==> src/rtl/fba_pkg.sv <==
package fba_pkg;

  // Static tie order for requests that arrived in the same cycle:
  // shallower depth wins, then the lower node index.
  function automatic logic tie_ahead(input int unsigned depth_a, input int unsigned depth_b,
                                     input int unsigned id_a, input int unsigned id_b);
    return (depth_a < depth_b) || ((depth_a == depth_b) && (id_a < id_b));
  endfunction

endpackage

==> src/rtl/fba_age_matrix.sv <==
module fba_age_matrix #(
  parameter int NODES = 6
) (
  input  logic                        clk,
  input  logic                        rst_n,
  input  logic [NODES-1:0]            req_i,
  input  logic [NODES-1:0]            served_i,
  output logic [NODES-1:0]            pend_o,
  output logic [NODES-1:0][NODES-1:0] older_o
);

  logic [NODES-1:0]            pend_q;
  logic [NODES-1:0][NODES-1:0] ord_q;
  logic [NODES-1:0]            arrive;
  logic [NODES-1:0]            stay;

  assign arrive = req_i & ~pend_q;
  assign stay   = pend_q & req_i & ~served_i;

  always_ff @(posedge clk) begin
    if (!rst_n) begin
      pend_q <= '0;
      ord_q  <= '0;
    end else begin
      pend_q <= req_i & ~served_i;
      for (int j = 0; j < NODES; j++) begin
        if (arrive[j]) begin
          for (int i = 0; i < NODES; i++) begin
            ord_q[j][i] <= 1'b0;
            ord_q[i][j] <= (i != j) && stay[i];
          end
        end
      end
    end
  end

  assign pend_o  = pend_q;
  assign older_o = ord_q;

  logic order_clash;
  always_comb begin
    order_clash = 1'b0;
    for (int i = 0; i < NODES; i++)
      for (int j = 0; j < NODES; j++)
        if (pend_q[i] && pend_q[j] && ord_q[i][j] && ord_q[j][i]) order_clash = 1'b1;
  end


  order_antisym_chk: assert property (@(posedge clk) disable iff (!rst_n) !order_clash);

endmodule

==> src/rtl/fba_pick.sv <==
module fba_pick #(
  parameter int                       NODES      = 6,
  parameter int                       DEPTH_W    = 3,
  parameter logic [NODES*DEPTH_W-1:0] NODE_DEPTH = '0
) (
  input  logic                        clk,
  input  logic                        rst_n,
  input  logic [NODES-1:0]            pool_i,
  input  logic [NODES-1:0][NODES-1:0] older_i,
  output logic [NODES-1:0]            win_o
);

  import fba_pkg::*;

  always_comb begin
    for (int i = 0; i < NODES; i++) begin
      logic beaten;
      beaten = 1'b0;
      for (int j = 0; j < NODES; j++) begin
        if (j != i && pool_i[j]) begin
          if (older_i[j][i] ||
              (!older_i[i][j] &&
               tie_ahead(int'(NODE_DEPTH[j*DEPTH_W +: DEPTH_W]),
                         int'(NODE_DEPTH[i*DEPTH_W +: DEPTH_W]), j, i)))
            beaten = 1'b1;
        end
      end
      win_o[i] = pool_i[i] && !beaten;
    end
  end


  pick_single_chk: assert property (@(posedge clk) disable iff (!rst_n)
    $onehot0(win_o) && ((pool_i == '0) || (win_o != '0)));

endmodule

==> src/rtl/fba_fair_ctl.sv <==
module fba_fair_ctl #(
  parameter int               NODES        = 6,
  parameter logic [NODES-1:0] NODE_URGENT  = '0,
  parameter int               URGENT_RATIO = 3
) (
  input  logic             clk,
  input  logic             rst_n,
  input  logic             interval_start_i,
  input  logic [NODES-1:0] cand_i,
  input  logic             issue_i,
  input  logic [NODES-1:0] win_i,
  output logic [NODES-1:0] pool_o
);

  localparam int UCW = $clog2(URGENT_RATIO + 1);

  logic [NODES-1:0] en_q;
  logic [UCW-1:0]   urun_q;
  logic [NODES-1:0] elig;
  logic [NODES-1:0] norm_elig;
  logic             sat;
  logic             win_normal;

  assign elig       = cand_i & (NODE_URGENT | en_q);
  assign norm_elig  = elig & ~NODE_URGENT;
  assign sat        = (urun_q == UCW'(URGENT_RATIO));
  assign pool_o     = (sat && (norm_elig != '0)) ? norm_elig : elig;
  assign win_normal = (win_i & ~NODE_URGENT) != '0;

  always_ff @(posedge clk) begin
    if (!rst_n) begin
      en_q   <= '1;
      urun_q <= '0;
    end else begin
      if (interval_start_i)
        en_q <= '1;
      else if (issue_i)
        en_q <= en_q & ~(win_i & ~NODE_URGENT);
      if (issue_i) begin
        if (win_normal)
          urun_q <= '0;
        else if (!sat)
          urun_q <= urun_q + 1'b1;
      end
    end
  end


  fair_flag_chk: assert property (@(posedge clk) disable iff (!rst_n)
    issue_i |-> ((win_i & ~NODE_URGENT & ~en_q) == '0));


  urgent_ratio_chk: assert property (@(posedge clk) disable iff (!rst_n)
    (issue_i && !win_normal && sat) |-> (norm_elig == '0));


  urgent_run_chk: assert property (@(posedge clk) disable iff (!rst_n)
    (issue_i && win_normal) |=> (urun_q == '0));

endmodule

==> src/rtl/fair_bus_arbiter.sv <==
module fair_bus_arbiter #(
  parameter int                       NODES        = 6,
  parameter int                       DEPTH_W      = 3,
  parameter logic [NODES*DEPTH_W-1:0] NODE_DEPTH   = {3'd1, 3'd0, 3'd0, 3'd1, 3'd1, 3'd2},
  parameter logic [NODES-1:0]         NODE_URGENT  = 6'b111000,
  parameter int                       URGENT_RATIO = 3
) (
  input  logic             clk,
  input  logic             rst_n,
  input  logic [NODES-1:0] req_i,
  input  logic             done_i,
  input  logic             interval_start_i,
  output logic [NODES-1:0] grant_o
);

  logic [NODES-1:0]            grant_q;
  logic [NODES-1:0]            pend;
  logic [NODES-1:0][NODES-1:0] older;
  logic [NODES-1:0]            cand;
  logic [NODES-1:0]            pool;
  logic [NODES-1:0]            win;
  logic [NODES-1:0]            served;
  logic                        busy;
  logic                        issue;

  assign busy   = grant_q != '0;
  assign cand   = pend & req_i;
  assign issue  = !busy && (win != '0);
  assign served = grant_q & {NODES{done_i}};

  fba_age_matrix #(.NODES(NODES)) u_age (
    .clk(clk), .rst_n(rst_n), .req_i(req_i), .served_i(served),
    .pend_o(pend), .older_o(older)
  );

  fba_fair_ctl #(.NODES(NODES), .NODE_URGENT(NODE_URGENT), .URGENT_RATIO(URGENT_RATIO)) u_fair (
    .clk(clk), .rst_n(rst_n), .interval_start_i(interval_start_i),
    .cand_i(cand), .issue_i(issue), .win_i(win), .pool_o(pool)
  );

  fba_pick #(.NODES(NODES), .DEPTH_W(DEPTH_W), .NODE_DEPTH(NODE_DEPTH)) u_pick (
    .clk(clk), .rst_n(rst_n), .pool_i(pool), .older_i(older), .win_o(win)
  );

  always_ff @(posedge clk) begin
    if (!rst_n)
      grant_q <= '0;
    else if (busy && done_i)
      grant_q <= '0;
    else if (issue)
      grant_q <= win;
  end

  assign grant_o = grant_q;


  one_grant_chk: assert property (@(posedge clk) disable iff (!rst_n) $onehot0(grant_o));


  grant_hold_chk: assert property (@(posedge clk) disable iff (!rst_n)
    (busy && !done_i) |=> $stable(grant_o));


  grant_release_chk: assert property (@(posedge clk) disable iff (!rst_n)
    (busy && done_i) |=> (grant_o == '0));

endmodule

==> config.mk <==
export PLATFORM = sky130hd
export DESIGN_NAME = fair_bus_arbiter
export DESIGN_NICKNAME = d
export VERILOG_FILES = /design/src/rtl/fba_pkg.sv /design/src/rtl/fba_age_matrix.sv /design/src/rtl/fba_pick.sv /design/src/rtl/fba_fair_ctl.sv /design/src/rtl/fair_bus_arbiter.sv
export SDC_FILE = /design/constraint.sdc
export NUM_CORES = 1
export LEC_CHECK = 0
export BUFFER_PORTS_ARGS = -buffer_cell sky130_fd_sc_hd__buf_2
export CORE_MARGIN = 1.5
export CORE_UTILIZATION = 59
export DETAILED_ROUTE_END_ITERATION = 8
export GPL_TIMING_DRIVEN = 0
export HOLD_SLACK_MARGIN = 0.08
export PLACE_DENSITY = 0.78
export SLEW_MARGIN = 40
export SYNTH_ARGS = -nofsm -noshare
export SYNTH_HDL_FRONTEND = slang
export SYNTH_SLANG_ARGS = --single-unit
==> constraint.sdc <==
create_clock -name clk -period 2.1 [get_ports clk]
set_input_delay 0.21 -clock clk [delete_from_list [all_inputs] [get_ports clk]]
set_output_delay 0.21 -clock clk [all_outputs]
set_load 0.1 [all_outputs]
==> metrics.log, run 1 <==
INFO  metric dr.first_iter.drc_count = roughly 180
INFO  metric rsz0062_at_grt = false
INFO  metric setup-tns-final = 0 ns
INFO  metric synth_top_area_frac = 0.430
INFO  metric worst-endpoint-arrival = around 2.0 ns
INFO  metric detailroute.wirelength.met3 = around 500 microns
INFO  metric holdCritPathClass = in2reg
INFO  metric worstRegToRegCells = 6
INFO  metric layout.nets = between 300 and 400
INFO  metric fp.dieW = about 64 microns
INFO  metric dpl.hpwl = 4090 microns
INFO  metric holdWs = 0.159 ns
INFO  metric floorplan.die.height = 63.9 microns
INFO  metric worst_case_headroom_to_the_max_slew_limit = 0.562
INFO  metric setup.reg_to_reg.worst_slack = 0.36 ns
INFO  metric worstSetupPathType = reg2reg
INFO  metric route.met2.wl = 2610 microns
INFO  metric clockPowerShare = 0.299
INFO  metric power.static_leakage = between 0.8 and 0.9 nW
INFO  metric worst_slack = roughly 0.36 ns
INFO  metric detail_route.wl_per_cell = approximately 17 microns
INFO  metric cts.htree.levels = 2
INFO  metric drt.antenna.violating_nets = 0
INFO  metric result_of_the_run = finished clean
INFO  metric synth_nets = 285
INFO  metric core_area = between 3000 and 4000 sq um
INFO  metric switching_share = 0.309
INFO  metric timing.hold.worst_path_depth = 3
INFO  metric floorplan.initialDensity = 0.636
INFO  metric overflow = 0
INFO  metric final_cell_count_no_fill = roughly 340
INFO  metric stdcell_area = between 2000 and 2500 sq um
INFO  metric grt_antenna_before_repair = 0
INFO  metric clock_path_buffers = 2
INFO  metric timing.critical_path.to = u_fair.urun_q[1]
INFO  metric worst_skew_pair.late_latency = 0.30 ns
INFO  metric timing.critical_path.to_type = flop
INFO  metric ctsHoldBuffers = 0
INFO  metric synth.yosys.seq_area_share = 0.430
INFO  metric layout_commonest_cell = sky130_fd_sc_hd__nand2_1
INFO  metric io_pins = 16
INFO  metric worst_ir_drop_vdd = roughly 0.59 mV
INFO  metric worst_r2r_endpoint = u_fair.urun_q[1]
INFO  metric postSynthCellCount = between 200 and 300
INFO  metric synthesis.area = ~2200 sq um
INFO  metric period_needed = 1.74 ns
INFO  metric timing.critical_path.from = u_age.pend_o[4]
INFO  metric rows = 21
INFO  metric drt_pre_antenna_iters = 4
INFO  metric vias_in_the_first_global_route = 1917
INFO  metric route.detailed.drc = 0
INFO  metric cap_violations = 0
INFO  metric met1_wl = approximately 2500 microns
INFO  metric placement.io_buffers = 14
INFO  metric finClkSkew = ~0.0079 ns
INFO  metric crit_path_max_fanout = 6
INFO  metric final_layout_size_suffix_gt1_frac = 0.101
INFO  metric reg2reg_from = u_age.pend_o[4]
INFO  metric hold_violations = 0
INFO  metric cts_repair_resize_count = 0
INFO  metric placement.setup.worst_slack = 0.365 ns
INFO  metric clk_root_buffer_cell = sky130_fd_sc_hd__clkbuf_8
INFO  metric drt-total-wl = roughly 5700 microns
INFO  metric detailed_place.area = between 2000 and 2500 sq um
INFO  metric seq_area = 941 sq um
INFO  metric fmaxAchievable = about 570 MHz
INFO  metric power.share.sequential = 0.529
INFO  metric cts_inserted_buffers = 5
INFO  metric comb_power_share = 0.172
INFO  metric cts_tree = done
INFO  metric grt.total_usage = 0.303
INFO  metric yosys.cell_types.count = 33
INFO  metric routed.top_layer = met4
INFO  metric die-area = between 4000 and 5000 sq um
INFO  metric antenna_cells_inserted = 0
INFO  metric total_switching_power = around 0.00056 W
INFO  metric number_of_post_cts_setup_repair_buffers = 0
INFO  metric syn_area_per_cell = between 7 and 8 sq um
INFO  metric power_density_normalized_to_cell_area = 748 nW/um^2
INFO  metric fill_cells = 310
INFO  metric synth_largest_area_cell = sky130_fd_sc_hd__dfxtp_1
INFO  metric critPathLaunchType = flop
INFO  metric total_internal_power = ~0.0012 W
INFO  metric clock_sink_count = 47
INFO  metric placed_cells_incl_taps = about 330
INFO  metric grt_pass1_wl = just over 9000 microns
INFO  metric area.growth.synth_to_final = 9.71%
INFO  metric layout_common_cells = sky130_fd_sc_hd__nand2_1 (68), sky130_fd_sc_hd__dfxtp_1 (47), sky130_fd_sc_hd__a21oi_1 (39), sky130_fd_sc_hd__nand3_1 (23)
INFO  metric multi_input_area = ~1200 sq um
INFO  metric critical_path_required_time = 2.33 ns
INFO  metric globalplace.congestion = roughly 0.88
INFO  metric grt_max_degree = 15
INFO  metric final.period_utilization = 0.830
INFO  metric finalSetupViolations = 0
INFO  metric ys_top_cells_by_area = sky130_fd_sc_hd__dfxtp_1 (43%), sky130_fd_sc_hd__nand2_1 (12%), sky130_fd_sc_hd__a21oi_1 (8.9%)
INFO  metric final-max-slew-violation-count = 0
INFO  metric postSynthRegisterBits = between 40 and 50
INFO  metric num_vias = about 2000
INFO  metric worst_setup_hold_path_clk_slew = approximately 0.090 ns
INFO  metric max_slew.worst_pin.slew = 0.657 ns
INFO  metric route.detailed.vias_per_inst = approximately 5.9
INFO  metric number_of_warnings_reported_in_the_yosys_synthesis_log = 0
[worst min-delay path by stage]
stage / from / to
floorplan: req_i[0] / u_age.pend_o[0]
global placement: u_fair.en_q[0] / u_fair.en_q[0]
detailed placement: u_fair.en_q[0] / u_fair.en_q[0]
CTS: req_i[4] / u_age.pend_o[4]
global route: req_i[4] / u_age.pend_o[4]
finish: req_i[4] / u_age.pend_o[4]
[metrics by stage]
step | total power (W) | util
4_1_cts | 0.00179 | 0.698
6_report | 0.00180 | 0.698
2_1_floorplan | 0.00119 | -
3_5_place_dp | 0.00127 | 0.673
3_3_place_gp | 0.00127 | 0.673
5_1_grt | 0.00186 | 0.698
[state kept, by name, indices dropped and copies added (netlist names)]
signal and cells:
grant_o 6, u_age.pend_o 6, u_fair.en_q 3, u_age.older_o 30, u_fair.urun_q 2
[power by group through the flow]
stage                     Clock, W  Sequential [W]  Combinational [W]
final                     0.000538        0.000950           0.000309
after global routing      0.000577        0.000954           0.000332
after CTS                 0.000538        0.000949           0.000305
after detailed placement         0        0.000969           0.000304
after global placement           0        0.000968           0.000300
after floorplan                  0         0.00101           0.000176
[routing by layer]
metal  global-route usage  vias to the layer above
met1                0.404                      924
met4                0.130                        0
met5                    0                        -
met2                0.467                       85
met3               0.0704                        7
li1                     -                      985
[layout make-up]
type / instances / share of cell area
clock inverters: 2 / 0.00521
repair buffers: 14 / 0.0292
multi-input cells: 209 / 0.489
clock buffers: 6 / 0.0302
well taps: 46 / 0.0240
plain buffers: 10 / 0.0188
inverters: 8 / 0.0125
flip-flops and latches: 47 / 0.392
[kinds of logic after synthesis]
family / count (synthesis) / synth area share
and+or+nand+nor: 130 / 0.297
AOI/OAI and AO/OA: 78 / 0.234
adders and majority gates: 1 / 0.00571
DFF: 47 / 0.430
buffers and inverters: 18 / 0.0343
[Yosys cell counts]
cell,number
sky130_fd_sc_hd__inv_1,8
sky130_fd_sc_hd__buf_6,1
sky130_fd_sc_hd__nand4_1,1
sky130_fd_sc_hd__o22ai_1,6
sky130_fd_sc_hd__a22oi_1,1
sky130_fd_sc_hd__o2111ai_1,1
sky130_fd_sc_hd__a211oi_2,1
sky130_fd_sc_hd__nand3_1,23
sky130_fd_sc_hd__ha_1,1
sky130_fd_sc_hd__a21o_1,3
sky130_fd_sc_hd__a21boi_0,15
sky130_fd_sc_hd__and2b_1,1
sky130_fd_sc_hd__a22o_1,2
sky130_fd_sc_hd__a2111oi_4,1
sky130_fd_sc_hd__and3_1,3
sky130_fd_sc_hd__or2b_1,1
sky130_fd_sc_hd__o21ai_0,3
sky130_fd_sc_hd__clkbuf_1,9
sky130_fd_sc_hd__a21oi_1,39
sky130_fd_sc_hd__dfxtp_1,47
sky130_fd_sc_hd__nand2_1,68
sky130_fd_sc_hd__nand2b_1,7
sky130_fd_sc_hd__nor3_2,1
sky130_fd_sc_hd__nor4_4,1
sky130_fd_sc_hd__o21ai_1,2
sky130_fd_sc_hd__a31oi_1,1
sky130_fd_sc_hd__o31ai_4,1
sky130_fd_sc_hd__nor4b_2,2
sky130_fd_sc_hd__nor2_1,6
sky130_fd_sc_hd__nand3_4,1
sky130_fd_sc_hd__nor2b_1,15
sky130_fd_sc_hd__a311oi_1,1
sky130_fd_sc_hd__o31a_1,1
[worst max-delay path, cell delays in order (launching register included)]
cell	delay (ns)
sky130_fd_sc_hd__dfxtp_1	0.38
sky130_fd_sc_hd__nand2_1	0.19
sky130_fd_sc_hd__a21oi_1	0.24
sky130_fd_sc_hd__a311oi_1	0.09
sky130_fd_sc_hd__o2111ai_1	0.41
sky130_fd_sc_hd__nand3_1	0.18
sky130_fd_sc_hd__o22ai_1	0.18
No activity file was read; power rests on OpenSTA's default activity.
==> inputs of run 2 (changes only) <==
--- a/config.mk
+++ b/config.mk
@@ -5,6 +5,7 @@
 export SDC_FILE = /design/constraint.sdc
 export NUM_CORES = 1
 export LEC_CHECK = 0
+export ABC_AREA = 1
 export BUFFER_PORTS_ARGS = -buffer_cell sky130_fd_sc_hd__buf_2
 export CORE_MARGIN = 1.5
 export CORE_UTILIZATION = 59
==> constraint.sdc (replaced) <==
create_clock -name clk -period 1.8 [get_ports clk]
set_input_delay 0.18 -clock clk [delete_from_list [all_inputs] [get_ports clk]]
set_output_delay 0.18 -clock clk [all_outputs]
set_load 0.1 [all_outputs]
==> run 2 against run 1 <==
Clock-buffer cell count stayed put. Worst hold slack worse by 0.052 ns. Flip-flop and latch count stayed put. Global-route usage is 0.40 points lower. Clock skew is 0.0016 ns lower. Critical path depth is 5 higher. Final cell count is 14% higher. Largest power group unchanged.
==> metrics.log, run 2 <==
INFO  metric result_of_the_run = finished clean (unchanged)
INFO  metric power_density_normalized_to_cell_area = 828 nW/um^2 (was 748 nW/um^2)
INFO  metric num_vias = 2180 (was 2001)
INFO  metric synth-edff-count = 0 (unchanged)
INFO  metric cts_inserted_buffers = 5 (unchanged)
INFO  metric postSynthRegisterBits = 47 (unchanged)
INFO  metric ys.flop_type = sky130_fd_sc_hd__dfxtp_1 (unchanged)
INFO  metric grt.total_usage = 0.299 (was 0.303)
INFO  metric layout_commonest_cell = sky130_fd_sc_hd__nand2_1 (unchanged)
INFO  metric hold_violations = 0 (unchanged)
INFO  metric syn_area_per_cell = 7.08 sq um (was 7.99 sq um)
INFO  metric die-area = 4180 sq um (was 4090 sq um)
INFO  metric detailed_place.area = 2380 sq um (was 2320 sq um)
INFO  metric grt_max_degree = 14 (was 15)
INFO  metric dr.first_iter.drc_count = 203 (was 179)
INFO  metric total_switching_power = 0.000646 W (was 0.000555 W)
INFO  metric synth.yosys.seq_area_share = 0.419 (was 0.430)
INFO  metric largest_register_ffs = 30 (unchanged)
INFO  metric max_slew.worst_pin.slew = 0.740 ns (was 0.657 ns)
INFO  metric leading_post_synthesis_cells_by_instance_count = sky130_fd_sc_hd__nand2_1 (61), sky130_fd_sc_hd__inv_1 (48), sky130_fd_sc_hd__dfxtp_1 (47), sky130_fd_sc_hd__nor2_1 (44), sky130_fd_sc_hd__o21ai_0 (25) (was sky130_fd_sc_hd__nand2_1 (68), sky130_fd_sc_hd__dfxtp_1 (47), sky130_fd_sc_hd__a21oi_1 (39), sky130_fd_sc_hd__nand3_1 (23))
INFO  metric setup.reg_to_reg.worst_slack = 0.08 ns (was 0.36 ns)
INFO  metric power.share.sequential = 0.524 (was 0.529)
INFO  metric final_layout_size_suffix_gt1_frac = 0.194 (was 0.101)
INFO  metric floorplan.initialDensity = 0.613 (was 0.636)
INFO  metric drt_pre_antenna_iters = 5 (was 4)
INFO  metric worst_setup_hold_path_clk_slew = 0.08 ns (was 0.09 ns)
INFO  metric stdcell_area = 2590 sq um (was 2400 sq um)
INFO  metric drt.antenna.violating_nets = 0 (unchanged)
INFO  metric worst-endpoint-arrival = 1.92 ns (was 1.97 ns)
INFO  metric synth_largest_area_cell = sky130_fd_sc_hd__dfxtp_1 (unchanged)
INFO  metric holdCritPathClass = in2reg (unchanged)
INFO  metric finClkSkew = 0.00630 ns (was 0.00787 ns)
INFO  metric comb_power_share = 0.176 (was 0.172)
INFO  metric worst_case_headroom_to_the_max_slew_limit = 0.505 (was 0.562)
INFO  metric synth_top_area_frac = 0.419 (was 0.430)
INFO  metric grt_pass1_wl = 9500 microns (was 9330 microns)
INFO  metric drt-total-wl = 5910 microns (was 5660 microns)
INFO  metric timing.hold.worst_path_depth = 3 (unchanged)
INFO  metric globalplace.congestion = 0.982 (was 0.884)
INFO  metric overflow = 0 (unchanged)
INFO  metric worst_ir_drop_vdd = 0.547 mV (was 0.587 mV)
INFO  metric ctsHoldBuffers = 0 (unchanged)
INFO  metric synthArstFlopShare = 0 (unchanged)
INFO  metric worst_slack = 0.0794 ns (was 0.357 ns)
INFO  metric worst_hold_path.endpoint = u_fair.en_q[0] (was u_age.pend_o[4])
INFO  metric fmaxAchievable = 581 MHz (was 574 MHz)
INFO  metric worstHoldStart = interval_start_i (was req_i[4])
INFO  metric floorplan.die.height = 64.7 microns (was 63.9 microns)
INFO  metric detail_route.wl_per_cell = 15.2 microns (was 16.5 microns)
INFO  metric yosysMostFrequentCell = sky130_fd_sc_hd__nand2_1 (unchanged)
INFO  metric worstRegToRegCells = 11 (was 6)
INFO  metric final.period_utilization = 0.956 (was 0.830)
INFO  metric critPathLaunchType = flop (unchanged)
INFO  metric worst_r2r_endpoint = u_fair.urun_q[1] (unchanged)
INFO  metric final-max-slew-violation-count = 0 (unchanged)
INFO  metric antenna_cells_inserted = 0 (unchanged)
INFO  metric layout_common_cells = sky130_fd_sc_hd__nand2_1 (58), sky130_fd_sc_hd__inv_1 (46), sky130_fd_sc_hd__dfxtp_1 (40), sky130_fd_sc_hd__nor2_1 (39), sky130_fd_sc_hd__o21ai_0 (25) (was sky130_fd_sc_hd__nand2_1 (68), sky130_fd_sc_hd__dfxtp_1 (47), sky130_fd_sc_hd__a21oi_1 (39), sky130_fd_sc_hd__nand3_1 (23))
INFO  metric fp.dieW = 64.7 microns (was 63.9 microns)
INFO  metric synth_nets = 328 (was 285)
INFO  metric route.detailed.drc = 0 (unchanged)
INFO  metric power.static_leakage = 1.11 nW (was 0.870 nW)
INFO  metric worst_skew_pair.late_latency = 0.30 ns (about the same)
INFO  metric synthesis.area = 2240 sq um (was 2190 sq um)
INFO  metric period_needed = 1.72 ns (was 1.74 ns)
INFO  metric grt_antenna_before_repair = 0 (unchanged)
INFO  metric io_pins = 16 (unchanged)
INFO  metric worstSetupPathType = reg2reg (unchanged)
INFO  metric area.growth.synth_to_final = 15.4% (was 9.71%)
INFO  metric placement.setup.worst_slack = 0.0142 ns (was 0.365 ns)
INFO  metric cts_tree = done (unchanged)
INFO  metric cts.htree.levels = 2 (unchanged)
INFO  metric route.detailed.vias_per_inst = 5.60 (was 5.85)
INFO  metric rows = 22 (was 21)
INFO  metric ys_top_cells_by_area = sky130_fd_sc_hd__dfxtp_1 (42%), sky130_fd_sc_hd__nand2_1 (10%), sky130_fd_sc_hd__inv_1 (8.0%) (was sky130_fd_sc_hd__dfxtp_1 (43%), sky130_fd_sc_hd__nand2_1 (12%), sky130_fd_sc_hd__a21oi_1 (8.9%))
INFO  metric clock_sink_count = 47 (unchanged)
INFO  metric vias_in_the_first_global_route = 1984 (was 1917)
INFO  metric clockPowerShare = 0.301 (was 0.299)
INFO  metric yosys.cell_types.count = 26 (was 33)
INFO  metric rsz0062_at_grt = true (was false)
INFO  metric clk_root_buffer_cell = sky130_fd_sc_hd__clkbuf_8 (unchanged)
INFO  metric timing.critical_path.to_type = flop (unchanged)
INFO  metric dpl.hpwl = 4240 microns (was 4090 microns)
INFO  metric timing.critical_path.from = u_age.pend_o[0] (was u_age.pend_o[4])
INFO  metric clock_path_buffers = 2 (unchanged)
INFO  metric finalSetupViolations = 0 (unchanged)
INFO  metric crit_path_max_fanout = 10 (was 6)
INFO  metric layout.nets = 352 (was 306)
INFO  metric number_of_warnings_reported_in_the_yosys_synthesis_log = 0 (unchanged)
INFO  metric critical_path_required_time = 2.00 ns (was 2.33 ns)
INFO  metric switching_share = 0.301 (was 0.309)
INFO  metric postSynthCellCount = 317 (was 274)
INFO  metric placement.io_buffers = 15 (was 14)
INFO  metric reg2reg_from = u_age.pend_o[0] (was u_age.pend_o[4])
INFO  metric cap_violations = 0 (unchanged)
INFO  metric core_area = 3660 sq um (was 3440 sq um)
INFO  metric total_internal_power = 0.00150 W (was 0.00124 W)
## run 2: changes by cell type in the layout (fill, tap and decap cells not counted), sizes merged, moves of 15 or more
cell    delta
nor2      +43
inv       +40
o21ai     +20
a21boi    -15
nor2b     -15
a21oi     -16
## run 2: routing by layer
metal / routed length [microns] / up-vias / global-route usage
met4: 127 / 0 / 0.114
li1: - / 1085 / -
met5: 0 / - / 0
met1: 2650 / 1003 / 0.413
met3: 370 / 12 / 0.0556
met2: 2760 / 80 / 0.464
## run 2: how the worst max path moves through the flow
stage                             to  slack [ns]  cells past startpoint
floorplan           u_fair.urun_q[0]       0.007                      7
global placement          grant_o[5]        0.01                     10
detailed placement    u_fair.en_q[0]        0.01                     12
CTS                   u_fair.en_q[0]       0.001                     11
global route          u_fair.en_q[0]       -0.03                     12
finish              u_fair.urun_q[1]        0.08                     11
## run 2: power groups by stage
stage | sequential [W] | combinational, W | clock, W
2_1_floorplan | 0.00118 | 0.000213 | 0
3_3_place_gp | 0.00114 | 0.000335 | 0
3_5_place_dp | 0.00114 | 0.000342 | 0
4_1_cts | 0.00112 | 0.000345 | 0.000649
5_1_grt | 0.00113 | 0.000414 | 0.000697
6_report | 0.00112 | 0.000376 | 0.000645
## run 2: cells by family (layout without fill, tap and decap cells)
logic type | after synthesis | in the layout | synth area share
compound gates | 63 | 63 | 0.158
fa+ha+maj | 1 | 1 | 0.00558
buf+inv | 53 | 77 | 0.0920
flops | 47 | 47 | 0.419
simple gates | 153 | 153 | 0.325
## run 2: area by class of cell
class                           count  area (sq um)
Tap cell                           48          60.1
Inverter                           49           184
Sequential cell                    47           955
Clock buffer                        6          82.6
Fill cell                         301          1070
Clock inverter                      1          5.00
Multi-Input combinational cell    217          1190
Buffer                              4          26.3
Timing Repair Buffer               17          90.1
## run 2: critical path, cell delays in order, from the launching register on
cell	delay (ns)
sky130_fd_sc_hd__dfxtp_4	0.39
sky130_fd_sc_hd__nand3_4	0.12
sky130_fd_sc_hd__nand3_4	0.12
sky130_fd_sc_hd__nand2_4	0.09
sky130_fd_sc_hd__buf_8	0.15
sky130_fd_sc_hd__nand3_1	0.08
sky130_fd_sc_hd__nand2_2	0.07
sky130_fd_sc_hd__nor2_4	0.16
sky130_fd_sc_hd__inv_2	0.07
sky130_fd_sc_hd__and3_2	0.21
sky130_fd_sc_hd__nor2_1	0.10
sky130_fd_sc_hd__nor2_1	0.05
## run 2: repair_timing
| action | in CTS | in global routing |
|---|---|---|
| endpoints found under the hold margin | 0 | 0 |
| endpoints found under the setup margin | 5 | 7 |
| pin swaps | 1 | 6 |
| setup buffers | 0 | 2 |
| gates resized for setup | 3 | 29 |
## run 2: metrics by stage
step | hold slack (ns) | TNS, ns | power [W] | cells | utilization
floorplan | 0.299 | 0 | 0.00139 | 317 | -
global placement | 0.390 | 0 | 0.00148 | 380 | 0.650
detailed placement | 0.404 | 0 | 0.00148 | 380 | 0.650
CTS | 0.0953 | 0 | 0.00211 | 387 | 0.675
global route | 0.113 | -0.0617 | 0.00224 | 389 | 0.707
finish | 0.108 | 0 | 0.00214 | 389 | 0.707
==> inputs of run 3 (changes only) <==
--- a/config.mk
+++ b/config.mk
@@ -7,8 +7,10 @@
 export LEC_CHECK = 0
 export ABC_AREA = 1
 export BUFFER_PORTS_ARGS = -buffer_cell sky130_fd_sc_hd__buf_2
+export CELL_PAD_IN_SITES_DETAIL_PLACEMENT = 0
+export CELL_PAD_IN_SITES_GLOBAL_PLACEMENT = 1
 export CORE_MARGIN = 1.5
-export CORE_UTILIZATION = 59
+export CORE_UTILIZATION = 43
 export DETAILED_ROUTE_END_ITERATION = 8
 export GPL_TIMING_DRIVEN = 0
 export HOLD_SLACK_MARGIN = 0.08
==> run 3 against run 2 <==
Register-to-register slack improved by 0.02 ns. Total power rose by 0.93%. Critical path type unchanged. Clock power rose by 1%. Critical endpoint unchanged. Via count fell by 2.6%.
==> metrics.log, run 3 (synthesis gave the netlist of run 2 again) <==
INFO  metric vias_in_the_first_global_route = 1870 (was 1984)
INFO  metric setup.reg_to_reg.worst_slack = 0.10 ns (was 0.08 ns)
INFO  metric finalPower = 0.00216 W (was 0.00214 W)
INFO  metric cts.htree.levels = 2 (unchanged)
INFO  metric core_utilization_of_the_finished_layout = 0.528 (was 0.707)
INFO  metric globalplace.congestion = 0.875 (was 0.982)
INFO  metric cts_tree = done (unchanged)
INFO  metric placement.io_buffers = 15 (unchanged)
INFO  metric num_vias = 2124 (was 2180)
INFO  metric worst_r2r_endpoint = u_fair.urun_q[1] (unchanged)
INFO  metric critPathLaunchType = flop (unchanged)
INFO  metric floorplan.initialDensity = 0.442 (was 0.613)
INFO  metric grt_max_degree = 15 (was 14)
INFO  metric dr.first_iter.drc_count = 156 (was 203)
INFO  metric max_slew.worst_pin.slew = 0.782 ns (was 0.740 ns)
INFO  metric cpMaxStageDelayCell = sky130_fd_sc_hd__dfxtp_4 (unchanged)
INFO  metric dpl.hpwl = 4590 microns (was 4240 microns)
INFO  metric layout_commonest_cell = sky130_fd_sc_hd__nand2_1 (unchanged)
INFO  metric timing.critical_path.to = u_fair.urun_q[1] (unchanged)
INFO  metric finClkSkew = 0.00816 ns (was 0.00630 ns)
INFO  metric io_pins = 16 (unchanged)
INFO  metric result_of_the_run = finished clean (unchanged)
INFO  metric final_layout_size_suffix_gt1_frac = 0.199 (was 0.194)
INFO  metric rsz0062_at_grt = true (unchanged)
INFO  metric critical_path.cell_chain = nand3_4, nand3_4, nand2_8, clkbuf_16, nand3_1, nand2_1, nor2_4, nor2_4, nand3_4, nand3_2, nand2_1, nand2_1, nor2_1 (was nand3_4, nand3_4, nand2_4, buf_8, nand3_1, nand2_2, nor2_4, inv_2, and3_2, nor2_1, nor2_1)
INFO  metric final-max-slew-violation-count = 0 (unchanged)
INFO  metric worstRegToRegCells = 13 (was 11)
INFO  metric clk_root_buffer_cell = sky130_fd_sc_hd__clkbuf_8 (unchanged)
INFO  metric holdCritPathClass = in2reg (unchanged)
INFO  metric hold_violations = 0 (unchanged)
INFO  metric period_needed = 1.70 ns (was 1.72 ns)
INFO  metric worst_setup_hold_path_clk_slew = 0.09 ns (was 0.08 ns)
INFO  metric core_area = 5070 sq um (was 3660 sq um)
INFO  metric overflow = 0 (unchanged)
INFO  metric timing.critical_path.to_type = flop (unchanged)
INFO  metric area.growth.synth_to_final = 19.5% (was 15.4%)
INFO  metric detailed_place.area = 2410 sq um (was 2380 sq um)
INFO  metric worst_skew_pair.late_latency = 0.31 ns (was 0.30 ns)
INFO  metric route.detailed.vias_per_inst = 5.11 (was 5.60)
INFO  metric grt_pass1_wl = 9760 microns (was 9500 microns)
INFO  metric grt_antenna_before_repair = 0 (unchanged)
INFO  metric fp.dieW = 75.2 microns (was 64.7 microns)
INFO  metric drt-total-wl = 6240 microns (was 5910 microns)
INFO  metric worst-endpoint-arrival = 1.91 ns (was 1.92 ns)
INFO  metric detail_route.wl_per_cell = 15.0 microns (was 15.2 microns)
INFO  metric stdcell_area = 2680 sq um (was 2590 sq um)
INFO  metric die-area = 5660 sq um (was 4180 sq um)
INFO  metric clock_path_buffers = 2 (unchanged)
INFO  metric layout.nets = 356 (was 352)
INFO  metric cap_violations = 0 (unchanged)
INFO  metric fmaxAchievable = 589 MHz (was 581 MHz)
INFO  metric worstSetupPathType = reg2reg (unchanged)
INFO  metric reg2reg_from = u_fair.en_q[0] (was u_age.pend_o[0])
INFO  metric setup-tns-final = 0 ns (unchanged)
INFO  metric worst-path-stages = 13 (was 11)
INFO  metric timing.critical_path.from = u_fair.en_q[0] (was u_age.pend_o[0])
INFO  metric holdWs = 0.0996 ns (was 0.108 ns)
INFO  metric cts_inserted_buffers = 5 (unchanged)
INFO  metric critical_path_required_time = 2.01 ns (was 2.00 ns)
INFO  metric grt.total_usage = 0.241 (was 0.299)
INFO  metric rows = 26 (was 22)
INFO  metric drt_pre_antenna_iters = 4 (was 5)
INFO  metric critical-path-max-stage-delay = 0.36 ns (was 0.39 ns)
INFO  metric worst_ir_drop_vdd = 0.448 mV (was 0.547 mV)
INFO  metric fill_cells = 533 (was 301)
INFO  metric finalSetupViolations = 0 (unchanged)
INFO  metric layout_common_cells = sky130_fd_sc_hd__nand2_1 (59), sky130_fd_sc_hd__inv_1 (46), sky130_fd_sc_hd__nor2_1 (39), sky130_fd_sc_hd__dfxtp_1 (39), sky130_fd_sc_hd__o21ai_0 (25) (was sky130_fd_sc_hd__nand2_1 (58), sky130_fd_sc_hd__inv_1 (46), sky130_fd_sc_hd__dfxtp_1 (40), sky130_fd_sc_hd__nor2_1 (39), sky130_fd_sc_hd__o21ai_0 (25))
INFO  metric largest_register_ffs = 30 (unchanged)
INFO  metric crit_family = simple AND/OR/NAND/NOR gates (unchanged)
INFO  metric floorplan.die.height = 75.2 microns (was 64.7 microns)
INFO  metric antenna_cells_inserted = 0 (unchanged)
INFO  metric power_density_normalized_to_cell_area = 807 nW/um^2 (was 828 nW/um^2)
INFO  metric drt.antenna.violating_nets = 0 (unchanged)
INFO  metric power.static_leakage = 1.12 nW (was 1.11 nW)
INFO  metric route.detailed.drc = 0 (unchanged)
INFO  metric crit_buf_inv = 1 (was 2)
INFO  metric crit_path_max_fanout = 8 (was 10)
INFO  metric final.period_utilization = 0.943 (was 0.956)
INFO  metric worst_case_headroom_to_the_max_slew_limit = 0.477 (was 0.505)
INFO  metric clock_sink_count = 47 (unchanged)
[run 3: how the worst min path moves through the flow]
stage | cells after the start | startpoint | slack, ns | end
floorplan | 2 | interval_start_i | 0.30 | u_fair.en_q[1]
global placement | 3 | interval_start_i | 0.40 | u_fair.en_q[1]
detailed placement | 3 | interval_start_i | 0.41 | u_fair.en_q[1]
CTS | 3 | req_i[3] | 0.10 | u_age.pend_o[3]
global route | 3 | req_i[5] | 0.11 | u_age.pend_o[5]
finish | 3 | req_i[3] | 0.1 | u_age.pend_o[3]
[run 3: area by class of cell]
cell class                 instances  area, sq um  area share
timing repair buffer              21          140      0.0523
tap                               70         87.6      0.0327
sequential                        47          956       0.357
buffer                             4         26.3     0.00980
multi-input combinational        217         1200       0.448
inverter                          49          184      0.0686
clock inverter                     2         12.5     0.00467
clock buffer                       6         72.6      0.0271
[run 3: worst reg2reg max path, cell delays in order (launching register included)]
cell and delay [ns]:
sky130_fd_sc_hd__dfxtp_4 0.36, sky130_fd_sc_hd__nand3_4 0.11, sky130_fd_sc_hd__nand3_4 0.12, sky130_fd_sc_hd__nand2_8 0.13, sky130_fd_sc_hd__clkbuf_16 0.15, sky130_fd_sc_hd__nand3_1 0.06, sky130_fd_sc_hd__nand2_1 0.13, sky130_fd_sc_hd__nor2_4 0.06
sky130_fd_sc_hd__nor2_4 0.12, sky130_fd_sc_hd__nand3_4 0.10, sky130_fd_sc_hd__nand3_2 0.10, sky130_fd_sc_hd__nand2_1 0.07, sky130_fd_sc_hd__nand2_1 0.05, sky130_fd_sc_hd__nor2_1 0.03
[run 3: per-stage QoR]
stage / setup WS [ns] / instances
6_report: 0.103 / 416
5_1_grt: -0.0157 / 416
4_1_cts: 0.00720 / 411
3_5_place_dp: -0.0657 / 402
3_3_place_gp: -0.0773 / 402
2_1_floorplan: 0.00710 / 317
[run 3: metal layers]
| layer | routed length, microns | vias up | global-route usage |
|---|---|---|---|
| met1 | 2980 | 989 | 0.358 |
| li1 | - | 1085 | - |
| met2 | 2890 | 40 | 0.343 |
| met5 | 0 | - | 0 |
| met3 | 270 | 10 | 0.0629 |
| met4 | 100 | 0 | 0.0694 |
[run 3: where the power goes]
| group | switching (W) | leakage (nW) | internal (W) |
|---|---|---|---|
| registers | 0.0000357 | 0.384 | 0.00109 |
| clock network | 0.000381 | 0.0412 | 0.000272 |
| logic | 0.000272 | 0.695 | 0.000117 |
[run 3: repair_timing]
item | in CTS | in global routing
cloned | 0 | 1
hold buffers | 1 | 0
resized for setup | 6 | 28
pin swaps | 0 | 15
hold endpoints to repair | 1 | 0
endpoints found under the setup margin | 7 | 7
buffers inserted | 0 | 4
